File: config.mk
export PLATFORM = sky130hd
export DESIGN_NAME = byte_alu
export DESIGN_NICKNAME = d
export VERILOG_FILES = /design/src/rtl/byte_alu_pkg.sv /design/src/rtl/byte_alu_opdecode.sv /design/src/rtl/byte_alu_addsub.sv /design/src/rtl/byte_alu_flaggen.sv /design/src/rtl/byte_alu.sv
export SDC_FILE = /design/constraint.sdc
export NUM_CORES = 1
export LEC_CHECK = 0
export ABC_CLOCK_PERIOD_IN_PS = 4200
export BUFFER_PORTS_ARGS = -buffer_cell sky130_fd_sc_hd__buf_2
export CAP_MARGIN = 20
export CORE_ASPECT_RATIO = 1.75
export CORE_MARGIN = 1.5
export CORE_UTILIZATION = 41
export DETAILED_ROUTE_END_ITERATION = 6
export PLACE_DENSITY = 0.67
export SLEW_MARGIN = 30
export SYNTH_ARGS = -nofsm -noshare
export SYNTH_HDL_FRONTEND = slang
export SYNTH_HIERARCHICAL = 1
export SYNTH_SLANG_ARGS = --single-unit
File: constraint.sdc
create_clock -name clk -period 4.2 [get_ports clk]
set_clock_uncertainty 0.05 [all_clocks]
set_input_delay 0 -clock clk [delete_from_list [all_inputs] [get_ports clk]]
set_output_delay 0 -clock clk [all_outputs]
set_load 0.05 [all_outputs]
File: src/rtl/byte_alu_pkg.sv
package byte_alu_pkg;

  typedef enum logic [2:0] {
    OP_ADD = 3'd0,
    OP_ADC = 3'd1,
    OP_SUB = 3'd2,
    OP_SBB = 3'd3,
    OP_CMP = 3'd4
  } alu_op_e;

  // Packed MSB first: ovf is bit 5, cy is bit 0.
  typedef struct packed {
    logic ovf;
    logic sign;
    logic zero;
    logic aux;
    logic par;
    logic cy;
  } flags_t;

  localparam int FLAG_W = $bits(flags_t);

endpackage

File: src/rtl/byte_alu_opdecode.sv
module byte_alu_opdecode
  import byte_alu_pkg::*;
(
  input  logic [2:0] op_code,
  output logic       is_sub,
  output logic       use_cin,
  output logic       wr_res,
  output logic       legal
);

  always_comb begin
    is_sub  = 1'b0;
    use_cin = 1'b0;
    wr_res  = 1'b0;
    legal   = 1'b1;
    case (alu_op_e'(op_code))
      OP_ADD: begin wr_res = 1'b1; end
      OP_ADC: begin wr_res = 1'b1; use_cin = 1'b1; end
      OP_SUB: begin wr_res = 1'b1; is_sub = 1'b1; end
      OP_SBB: begin wr_res = 1'b1; is_sub = 1'b1; use_cin = 1'b1; end
      OP_CMP: begin is_sub = 1'b1; end
      default: begin legal = 1'b0; end
    endcase
  end

endmodule

File: src/rtl/byte_alu_addsub.sv
module byte_alu_addsub #(
  parameter int W   = 8,
  parameter int NIB = 4
) (
  input  logic [W-1:0] a,
  input  logic [W-1:0] b,
  input  logic         cin,
  input  logic         is_sub,
  input  logic         use_cin,
  output logic [W-1:0] res,
  output logic         cy,
  output logic         aux,
  output logic         ovf
);

  logic [W-1:0] b_eff;
  logic         c_eff;
  logic [W:0]   full;
  logic [NIB:0] low;

  // Subtraction as a + ~b + (1 - borrow_in); carry out inverted gives the borrow.
  always_comb begin
    b_eff = is_sub ? ~b : b;
    c_eff = is_sub ^ (use_cin & cin);
    full  = {1'b0, a} + {1'b0, b_eff} + {{W{1'b0}}, c_eff};
    low   = {1'b0, a[NIB-1:0]} + {1'b0, b_eff[NIB-1:0]} + {{NIB{1'b0}}, c_eff};
    res   = full[W-1:0];
    cy    = full[W] ^ is_sub;
    aux   = low[NIB] ^ is_sub;
    ovf   = (a[W-1] == b_eff[W-1]) && (res[W-1] != a[W-1]);
  end

endmodule

File: src/rtl/byte_alu_flaggen.sv
module byte_alu_flaggen
  import byte_alu_pkg::*;
#(
  parameter int W = 8
) (
  input  logic [W-1:0] res,
  input  logic         cy,
  input  logic         aux,
  input  logic         ovf,
  output flags_t       fl
);

  always_comb begin
    fl.ovf  = ovf;
    fl.sign = res[W-1];
    fl.zero = (res == '0);
    fl.aux  = aux;
    fl.par  = ~^res;
    fl.cy   = cy;
  end

endmodule

File: src/rtl/byte_alu.sv
module byte_alu
  import byte_alu_pkg::*;
#(
  parameter int DATA_W   = 8,
  parameter int NIBBLE_W = 4,
  parameter int TRAP_W   = 8,
  parameter int TRAP_ID  = 4
) (
  input  logic              clk,
  input  logic              rst,
  input  logic              in_valid,
  input  logic [2:0]        op,
  input  logic [DATA_W-1:0] opnd_a,
  input  logic [DATA_W-1:0] opnd_b,
  input  logic              carry_in,
  input  logic              trap_en,
  output logic [DATA_W-1:0] result,
  output logic [FLAG_W-1:0] flags,
  output logic              trap_req,
  output logic [TRAP_W-1:0] trap_code
);

  localparam logic [TRAP_W-1:0] TRAP_VAL = TRAP_W'(TRAP_ID);

  logic              is_sub, use_cin, wr_res, legal;
  logic [DATA_W-1:0] res_n;
  logic              cy_n, aux_n, ovf_n;
  flags_t            fl_n;

  logic [DATA_W-1:0] result_q;
  flags_t            flags_q;
  logic              trap_q;
  logic [TRAP_W-1:0] code_q;

  byte_alu_opdecode u_dec (
    .op_code (op),
    .is_sub  (is_sub),
    .use_cin (use_cin),
    .wr_res  (wr_res),
    .legal   (legal)
  );

  byte_alu_addsub #(.W(DATA_W), .NIB(NIBBLE_W)) u_addsub (
    .a       (opnd_a),
    .b       (opnd_b),
    .cin     (carry_in),
    .is_sub  (is_sub),
    .use_cin (use_cin),
    .res     (res_n),
    .cy      (cy_n),
    .aux     (aux_n),
    .ovf     (ovf_n)
  );

  byte_alu_flaggen #(.W(DATA_W)) u_flags (
    .res (res_n),
    .cy  (cy_n),
    .aux (aux_n),
    .ovf (ovf_n),
    .fl  (fl_n)
  );

  always_ff @(posedge clk) begin
    if (rst) begin
      result_q <= '0;
      flags_q  <= '0;
      trap_q   <= 1'b0;
      code_q   <= '0;
    end else begin
      trap_q <= 1'b0;
      code_q <= '0;
      if (in_valid && legal) begin
        flags_q <= fl_n;
        if (wr_res) result_q <= res_n;
        if (trap_en && ovf_n) begin
          trap_q <= 1'b1;
          code_q <= TRAP_VAL;
        end
      end
    end
  end

  assign result    = result_q;
  assign flags     = flags_q;
  assign trap_req  = trap_q;
  assign trap_code = code_q;

  // an unsigned wrap on plain add leaves a sum below the first operand
  a_r1_add_wrap: assert property (@(posedge clk) disable iff (rst)
    (in_valid && legal && !is_sub && !use_cin) |-> (cy_n == (res_n < opnd_a)));

  // a plain subtract borrows exactly when A < B
  a_r2_sub_borrow: assert property (@(posedge clk) disable iff (rst)
    (in_valid && legal && is_sub && !use_cin) |-> (cy_n == (opnd_a < opnd_b)));

  // compare keeps the stored result
  a_r7_cmp_keeps: assert property (@(posedge clk) disable iff (rst)
    (in_valid && op == 3'd4) |=> $stable(result));

  // idle cycles hold result and flags
  a_r8_hold: assert property (@(posedge clk) disable iff (rst)
    !in_valid |=> ($stable(result) && $stable(flags)));

  // a trap always accompanies a stored overflow flag and a requested enable
  a_r9_trap_cause: assert property (@(posedge clk) disable iff (rst)
    trap_req |-> (flags[FLAG_W-1] && $past(trap_en)));

  // the handler code is present exactly while the trap is raised
  a_r9_trap_code: assert property (@(posedge clk) disable iff (rst)
    trap_req == (trap_code == TRAP_VAL));

  // reset clears every output
  a_r10_reset: assert property (@(posedge clk)
    rst |=> (result == '0 && flags == '0 && !trap_req && trap_code == '0));

  // undefined codes change nothing
  a_r11_ignored: assert property (@(posedge clk) disable iff (rst)
    (in_valid && op > 3'd4) |=> ($stable(result) && $stable(flags) && !trap_req));

endmodule

==> qor.yml, run 1 <==
setup_path:
  setup.worst_path.end_class: "register"
  crit_path_max_fanout: 11
  cp-start-kind: "input pin"
  slowest_delay_ps: 460
  reg2reg_slack_ps: 3420
  startpoint: "op[2]"
  cp_common_cell: "xnor2_1"
  crit_chain: "buf_2 > mux2_4 > xnor2_1 > fa_1 > fa_1 > nor2b_4 > o21ai_0 > nand2b_1 > xor2_1 > inv_1 > ha_1 > xnor2_1 > xnor2_1 > nand3_1 > a21oi_1"
  reg2reg_from: "flags[5]"
  path_class: "input pin to register"
  worstPathRequired_ps: 4330
  cp_slowest_cell: "fa_1"
  crit_arrival_ps: 3060
floorplan:
  fp.coreArea_um2: 3176
  initial_core_util_pct: 43.58
  fp.dieArea_um2: 3746
  die_w_um: 46.92
  ios: 47
  rows: 27
  die_h_um: 79.86
pwr:
  internal-power_mw: 0.3719
  pwr-share-seq_pct: 25.6
  finalPower_mw: 0.6280
  power.leakage_nw: 0.7944
  pwr-share-clk_pct: 18.2
  net-switching-power_mw: 0.2561
  comb_power_share_pct: 56.2
  peakVddDrop_v: 0.0001754
  switching_share_pct: 40.78
  power_density_nw_per_um2: 394.6
finish:
  drive_gt1_share_pct: 27.46
  n_fill_cell: 349
  multi_input_area_um2: 923.4
  regArea_um2: 300.3
  num_antenna_cells: 0
  syn2layout_area_growth_pct: 15.01
  nNetsFinal: 231
  finalNonFillerCells: 236
clocking:
  clk_pin_slew_ps: 60
  cts_buffer_depth: 2
  htree_levels: 1
  cts.sinks: 15
  clk_latency_ps: 240
  numCtsBuffers: 3
  root_buffer: "clkbuf_8"
  post_cts_buffers: 0
  cts_tree: "yes"
yosys:
  synth_edf_count: 0
  synth_area_um2: 1384
  syn_avg_cell_area_um2: 8.649
  synth_async_sr_flop_share_pct: 0
  synth.area.top_cells: "dfxtp_1 22%, ha_1 9.9%, nand2b_1 8.6%, buf_4 7.1%, mux2i_1 6.5%"
  netlist.area_leader.share_pct: 21.70
  synth_ff_type: "dfxtp_1"
  synth_seq_cells: 15
  ys_types: 35
  ys_seq_area_share_pct: 21.70
  syn_inst: 160
  yosysWarnings: 6
  yosysTopAreaCell: "dfxtp_1"
placement:
  io_buffer_count: 39
  place_hpwl_um: 2125
  gp_congestion: 0.7422
  dp_cells: 231
route:
  drc: 0
  viasPerCell: 4.708
  dr.pass1.iters: 3
  drt_wl_total_um: 2541
  drtAntennaViolNets: 0
  top_layer: "met4"
  wl_met1_um: 1040
  initialDrtViolationCount: 11
  via_count: 1111
  met3_length_um: 101
  wl_per_cell_um: 10.77
  wl_met2_um: 1339
global_route:
  grt_usage_pct: 15.29
  overflow: 0
  grt_pass1_wl_um: 4209
  grt_max_degree: 24
  antenna_found_initial: 0
  grt_pass1_vias: 1011
sta:
  fin_crit_sh_pct: 69.78
  fmax_ghz: 0.3412
  rsz0062_at_grt: "no"
  hold_viol: 0
  setup_violations: 0
  finalSetupTns_ps: 0
  drv_slew: 0
  post-route-min-period_ps: 2931
run:
  drv_cap: 0
hold_path:
  worstHoldPathType: "input pin to register"
  hp-start: "rst"
status:
  outcome: "complete, no violations"
[state kept, by name (all words and copies together) (netlist names)]
register and flops:
trap_code 1, result 8, flags 6
[layout by cell type, fill, tap and decap left out, types with 6 or more instances in the layout]
| cell type | Yosys | routed |
|---|---|---|
| a21bo_2 | 6 | 6 |
| a21oi_1 | 8 | 8 |
| buf_2 | 2 | 39 |
| conb_1 | 1 | 7 |
| dfxtp_1 | 15 | 15 |
| ha_1 | 11 | 11 |
| inv_1 | 15 | 15 |
| mux2i_1 | 9 | 9 |
| nand2b_1 | 19 | 19 |
| nand3_1 | 7 | 7 |
| nor2_1 | 6 | 6 |
| xnor2_1 | 9 | 9 |
| xor2_1 | 10 | 10 |
[synth_stat cells, drive strengths merged (4+ instances only)]
| cell type | count |
|---|---|
| a21bo | 6 |
| a21oi | 8 |
| buf | 16 |
| dfxtp | 15 |
| ha | 11 |
| inv | 15 |
| mux2i | 9 |
| nand2b | 19 |
| nand3 | 7 |
| nor2 | 6 |
| nor2b | 4 |
| o21ai | 4 |
| xnor2 | 9 |
| xor2 | 10 |
[worst max-delay path, delay by kind of cell]
kind	cells	cell delay [ps]
AO/OA/AOI/OAI	2	210
XOR/XNOR	4	720
adder cells (fa/ha/maj)	3	1200
buffers and inverters	2	200
multiplexers	1	390
AND/OR/NAND/NOR	3	350
[final timing paths]
check / to / depth (start not counted)
max reg2reg: flags[5] / 2
min: trap_code[2] / 2
min reg2reg: result[0] / 2
max: flags[1] / 15
[kinds of logic after synthesis]
kind of cell	share of synthesized area (%)
AND/OR/NAND/NOR	18.45
multiplexers	8.409
flip-flops	21.70
AO/OA/AOI/OAI	13.11
other	0.2710
adder cells (fa/ha/maj)	12.84
buffers and inverters	13.20
XOR/XNOR	12.03
[what timing repair did]
action / in CTS / in global routing
hold buffers: 1 / 0
gates resized for setup: 0 / 0
endpoints found under the hold margin: 1 / 0
[power by group through the flow]
stage          logic [mW]  clock network [mW]  registers [mW]
2_1_floorplan       0.265                   0           0.209
3_3_place_gp        0.351                   0           0.164
3_5_place_dp        0.353                   0           0.164
4_1_cts             0.356               0.117           0.161
5_1_grt             0.397               0.125           0.162
6_report            0.353               0.114           0.161
[through the flow]
step                      instance area (µm²)  util, %  hold slack [ps]  setup WS, ps
after detailed placement                 1536    48.38            215.5          1035
after CTS                                1592    50.12            75.25          1283
after floorplan                          1406        -            96.43          1256
final                                    1592    50.12            76.92          1269
after global routing                     1592    50.12            91.31          1011
after global placement                   1536    48.38            213.3          1094
[layer usage]
layer	vias up	track usage [%]
li1	575	-
met1	498	18.01
met2	34	25.21
met3	4	2.036
met4	0	8.333
met5	-	0
[layout make-up]
class                   count  share of cell area [%]
clock buffers               4                   2.830
inverters                  15                   3.538
multi-input cells         118                   58.02
flip-flops and latches     15                   18.87
well taps                  43                   3.380
repair buffers             41                   13.36
(Power assumes the default switching activity.)
==> inputs of run 2 (changes only) <==
ABC_CLOCK_PERIOD_IN_PS = 3010   (was 4200)
clock period = 3.01 ns   (was 4.2 ns; I/O delays follow)
==> run 2 against run 1 <==
Against the previous run:
- sequential power grew 39%
- power grew 46%
- critical path type unchanged
- register-to-register slack lost 1200 ps
- core utilization grew 2.2 points
- final cell count grew 3.4%
- largest cell class unchanged
==> qor.yml, run 2 (synthesized netlist as in run 1, its figures left out) <==
floorplan:
  die_h_um: 79.86  # unchanged
  rows: 27  # unchanged
  ios: 47  # unchanged
  fp.coreArea_um2: 3176  # unchanged
  die_w_um: 46.92  # unchanged
  initial_core_util_pct: 43.58  # unchanged
  fp.dieArea_um2: 3746  # unchanged
pwr:
  finalPower_mw: 0.9167  # +46%
  net-switching-power_mw: 0.3640  # +42%
  power.leakage_nw: 0.8337  # +4.9%
  power_density_nw_per_um2: 551.7  # +40%
  internal-power_mw: 0.5527  # +49%
  pwr-share-clk_pct: 17.0  # -1.2 points
  peakVddDrop_v: 0.0002468  # +41%
  switching_share_pct: 39.71  # -1.1 points
  comb_power_share_pct: 58.6  # +2.4 points
  pwr-share-seq_pct: 24.5  # -1.1 points
placement:
  io_buffer_count: 39  # unchanged
  place_hpwl_um: 2241  # +5.5%
  place_area_um2: 1597  # +3.9%
  place_worst_setup_slack_ps: -91.13  # -1127 ps
  gp_congestion: 0.7899  # +6.4%
finish:
  num_antenna_cells: 0  # unchanged
  largest_reg_flops: 8  # unchanged
  nNetsFinal: 239  # +3.5%
  syn2layout_area_growth_pct: 20.07
  stdcell_area_um2: 1662  # +4.4%
  mostFrequentLayoutCells: "39 x buf_2, 19 x nand2b_1, 15 x dfxtp_1, 15 x inv_1, 11 x ha_1"
  final_common_cell: "buf_2"
  drive_gt1_share_pct: 31.34  # +3.9 points
  fin_util_pct: 52.32  # +2.2 points
global_route:
  grt_pass1_vias: 1026  # +1.5%
  overflow: 0  # unchanged
  grt_pass1_wl_um: 4388  # +4.3%
  antenna_found_initial: 0  # unchanged
  grt_usage_pct: 15.92  # +0.64 points
  grt_max_degree: 24  # unchanged
clocking:
  htree_levels: 1  # unchanged
  cts_buffer_depth: 2  # unchanged
  numCtsBuffers: 3  # unchanged
  post_cts_buffers: 0  # unchanged
  clk_pin_slew_ps: 60  # about the same
  root_buffer: "clkbuf_8"
  cts.sinks: 15  # unchanged
  cts_tree: "yes"
  clk_latency_ps: 240  # about the same
setup_path:
  crit_arrival_ps: 2930  # -130 ps
  setup.worst_path.end_class: "register"
  path_class: "input pin to register"
  cp-start-kind: "input pin"
  crit_path_max_fanout: 5  # -6
  worstPathRequired_ps: 3130  # -1200 ps
route:
  viasPerCell: 4.582  # -2.7%
  wl_per_cell_um: 10.66  # -0.99%
  via_count: 1118  # +0.63%
  drtAntennaViolNets: 0  # unchanged
  drc: 0  # unchanged
  initialDrtViolationCount: 8  # -3
  dr.pass1.iters: 4  # +1
  drt_wl_total_um: 2601  # +2.4%
sta:
  fmax_ghz: 0.3565
  drv_slew: 0  # unchanged
  post-route-min-period_ps: 2805
  fin_crit_sh_pct: 93.20
  setup_violations: 0  # unchanged
  hold_viol: 0  # unchanged
  rsz0062_at_grt: "no"
  setup_ws_ps: 204.8  # -1064 ps
run:
  drv_cap: 0  # unchanged
status:
  outcome: "complete, no violations"
hold_path:
  worstHoldPathType: "input pin to register"
[run 2: power by group through the flow]
stage	Clock, mW	Sequential, mW	Combinational, mW
floorplan	0	0.291	0.370
global placement	0	0.229	0.532
detailed placement	0	0.229	0.537
CTS	0.162	0.225	0.540
global route	0.173	0.226	0.598
finish	0.155	0.224	0.537
[run 2: layout make-up]
class	instances	area, µm²
Sequential cell	15	300.3
Multi-Input combinational cell	118	933.4
Inverter	15	56.30
Fill cell	340	1514
Clock buffer	4	45.04
Tap cell	43	53.80
Timing Repair Buffer	49	272.8
[run 2: per-stage QoR]
| step | hold WS [ps] | TNS (ps) | cells |
|---|---|---|---|
| floorplan | 96.43 | 0 | 166 |
| global placement | 206.7 | -15.04 | 239 |
| detailed placement | 214.5 | -91.13 | 239 |
| CTS | 75.36 | 0 | 244 |
| global route | 86.70 | 0 | 244 |
| finish | 70.28 | 0 | 244 |
[run 2: worst paths after layout]
path / start / endpoint / slack (ps) / cells past startpoint
max: op[2] / flags[1] / 200 / 15
min: rst / trap_code[2] / 70 / 2
max reg2reg: flags[1] / flags[1] / 2230 / 2
min reg2reg: result[0] / result[0] / 420 / 2
[run 2: worst max-delay path: stages]
cell	delay (ps)
buf_2	120
mux2_4	350
xnor2_1	210
fa_1	250
fa_2	250
nor2b_4	50
o31a_1	260
or4b_1	480
nand3_1	120
inv_1	50
ha_1	290
xnor2_1	160
xnor2_1	130
nand3_1	80
a21oi_1	120
[run 2: repair_timing]
action	in CTS	in global routing
hold buffers	1	0
resized for setup	0	2
endpoints found under the setup margin	0	1
hold endpoints to repair	1	0
[run 2: routing by layer]
metal | up-vias | wire, µm | track usage [%]
met2 | 32 | 1394 | 27.40
met4 | 0 | 40 | 6.667
li1 | 593 | - | -
met1 | 491 | 1059 | 18.78
met5 | - | 0 | 0
met3 | 2 | 107 | 1.810
==> inputs of run 3 (changes only) <==
CORE_MARGIN = 4   (was 1.5)
==> run 3 against run 2 <==
Against the previous run:
- non-clock buffer count is the same
- setup slack improved by 55 ps
- core utilization is 0.51 points lower
- register-to-register slack about the same
- combinational power fell by 1%
==> qor.yml, run 3 (synthesized netlist as in run 1, its figures left out) <==
status:
  outcome: "complete, no violations"
setup_path:
  cp_num_cells: 15  # unchanged
  path_class: "input pin to register"
  cp_slowest_cell: "or4b_1"
  path_buf_inv: 3  # +1
  setup.worst_path.end_class: "register"
  worstPathRequired_ps: 3140  # about the same
  timing.rr.end: "flags[2]"
  crit_path_max_fanout: 5  # unchanged
  startpoint: "op[2]"
  reg2reg_from: "flags[2]"
  critPathTopFamily: "simple AND/OR/NAND/NOR gates"
  crit_chain: "buf_2 > mux2_4 > buf_4 > xor2_1 > ha_1 > o21a_1 > o31a_1 > or4b_1 > nand3_1 > inv_1 > ha_1 > xnor2_1 > xnor2_1 > nand3_1 > a21oi_1"
  reg2reg_slack_ps: 2220  # about the same
  crit_end: "flags[1]"
  crit_arrival_ps: 2880  # -50 ps
  r2r_cells: 2  # unchanged
  cp-start-kind: "input pin"
  slowest_delay_ps: 470  # about the same
clocking:
  root_buffer: "clkbuf_8"
  clk_pin_slew_ps: 60  # about the same
  cts_tree: "yes"
  cts_buffer_depth: 2  # unchanged
  htree_levels: 1  # unchanged
  clk_latency_ps: 250  # about the same
  numCtsBuffers: 3  # unchanged
  cts.sinks: 15  # unchanged
  post_cts_buffers: 0  # unchanged
finish:
  regArea_um2: 300.3  # unchanged
  finalNonFillerCells: 244  # unchanged
  syn2layout_area_growth_pct: 20.16  # about the same
  nNetsFinal: 239  # unchanged
  multi_input_area_um2: 933.4  # unchanged
  mostFrequentLayoutCells: "39 x buf_2, 19 x nand2b_1, 15 x dfxtp_1, 15 x inv_1, 11 x ha_1"
  drive_gt1_share_pct: 31.84  # +0.50 points
  final_common_cell: "buf_2"
  num_antenna_cells: 0  # unchanged
  stdcell_area_um2: 1663  # about the same
  n_fill_cell: 334  # -1.8%
  fin_util_pct: 51.81  # -0.51 points
  largest_reg_flops: 8  # unchanged
floorplan:
  initial_core_util_pct: 43.12  # -0.46 points
  rows: 27  # unchanged
  fp.dieArea_um2: 4405  # +18%
  fp.coreArea_um2: 3209  # +1.1%
  ios: 47  # unchanged
  die_h_um: 84.86  # +6.3%
  die_w_um: 51.92  # +11%
global_route:
  overflow: 0  # unchanged
  use_met2_pct: 24.05  # -3.3 points
  grt_use_met1_pct: 13.12  # -5.7 points
  grt_pass1_wl_um: 4526  # +3.1%
  grt_pass1_vias: 1124  # +9.6%
  grt_usage_pct: 13.18  # -2.7 points
  antenna_found_initial: 0  # unchanged
  grt_max_degree: 24  # unchanged
  grt-busiest-layer: "met2"
  met3_usage_pct: 1.406  # -0.40 points
pwr:
  power.leakage_nw: 0.8407  # +0.84%
  power_density_nw_per_um2: 551.2  # about the same
  finalPower_mw: 0.9166  # about the same
  peakVddDrop_v: 0.0002616  # +6.0%
placement:
  place_area_um2: 1597  # unchanged
  gp_congestion: 0.8390  # +6.2%
  dp_cells: 239  # unchanged
  io_buffer_count: 39  # unchanged
  place_hpwl_um: 2290  # +2.2%
sta:
  drv_slew: 0  # unchanged
  post-route-min-period_ps: 2750  # -54.83 ps
  hold_viol: 0  # unchanged
  setup_violations: 0  # unchanged
  fmax_ghz: 0.3636  # +2.0%
  fin_crit_sh_pct: 91.38  # -1.8 points
  rsz0062_at_grt: "no"
hold_path:
  hp-start: "rst"
  worstHoldPathType: "input pin to register"
route:
  wl_per_cell_um: 11.29  # +5.9%
  initialDrtViolationCount: 13  # +5
  viasPerCell: 4.762  # +3.9%
  drc: 0  # unchanged
  dr.pass1.iters: 4  # unchanged
  drt_wl_total_um: 2755  # +5.9%
  drtAntennaViolNets: 0  # unchanged
  via_count: 1162  # +3.9%
run:
  drv_cap: 0  # unchanged
run 3: report_power, final:
part           switching [mW]  internal (mW)
Clock                  0.0702         0.0916
Combinational           0.295          0.236
Sequential            0.00673          0.217
run 3: worst min path at each step:
stage	cells after the start	endpoint	slack (ps)
after global placement	3	trap_code[2]	210
after global routing	2	trap_code[2]	100
after CTS	3	trap_code[2]	70
final	2	trap_code[2]	70
after detailed placement	3	trap_code[2]	210
after floorplan	2	trap_code[2]	100
run 3: timing repair:
| item | in CTS | in global routing |
|---|---|---|
| hold buffers | 1 | 0 |
| hold endpoints to repair | 1 | 0 |
| setup endpoints to repair | 0 | 1 |
| resized for setup | 0 | 2 |
run 3: final cells by class:
cell class                 instances  area share [%]
clock buffer                       3           2.483
sequential                        15           18.06
tap                               43           3.236
inverter                          15           3.386
multi-input combinational        118           56.13
clock inverter                     1          0.3010
timing repair buffer              49           16.40
run 3: layer usage:
layer	routed length, µm	part of all wire (%)	vias up
met1	1083	39	526
met3	158	5.7	7
met4	72	2.6	0
met2	1441	52	38
li1	-	-	591
met5	0	0	-
run 3: stage by stage:
stage	hold WS (ps)	setup WS [ps]	setup TNS, ps
floorplan	96.43	66.07	0
global placement	207.6	51.73	0
detailed placement	211.9	-47.65	-47.65
CTS	69.55	214.1	0
global route	96.00	34.27	0
finish	72.92	259.6	0
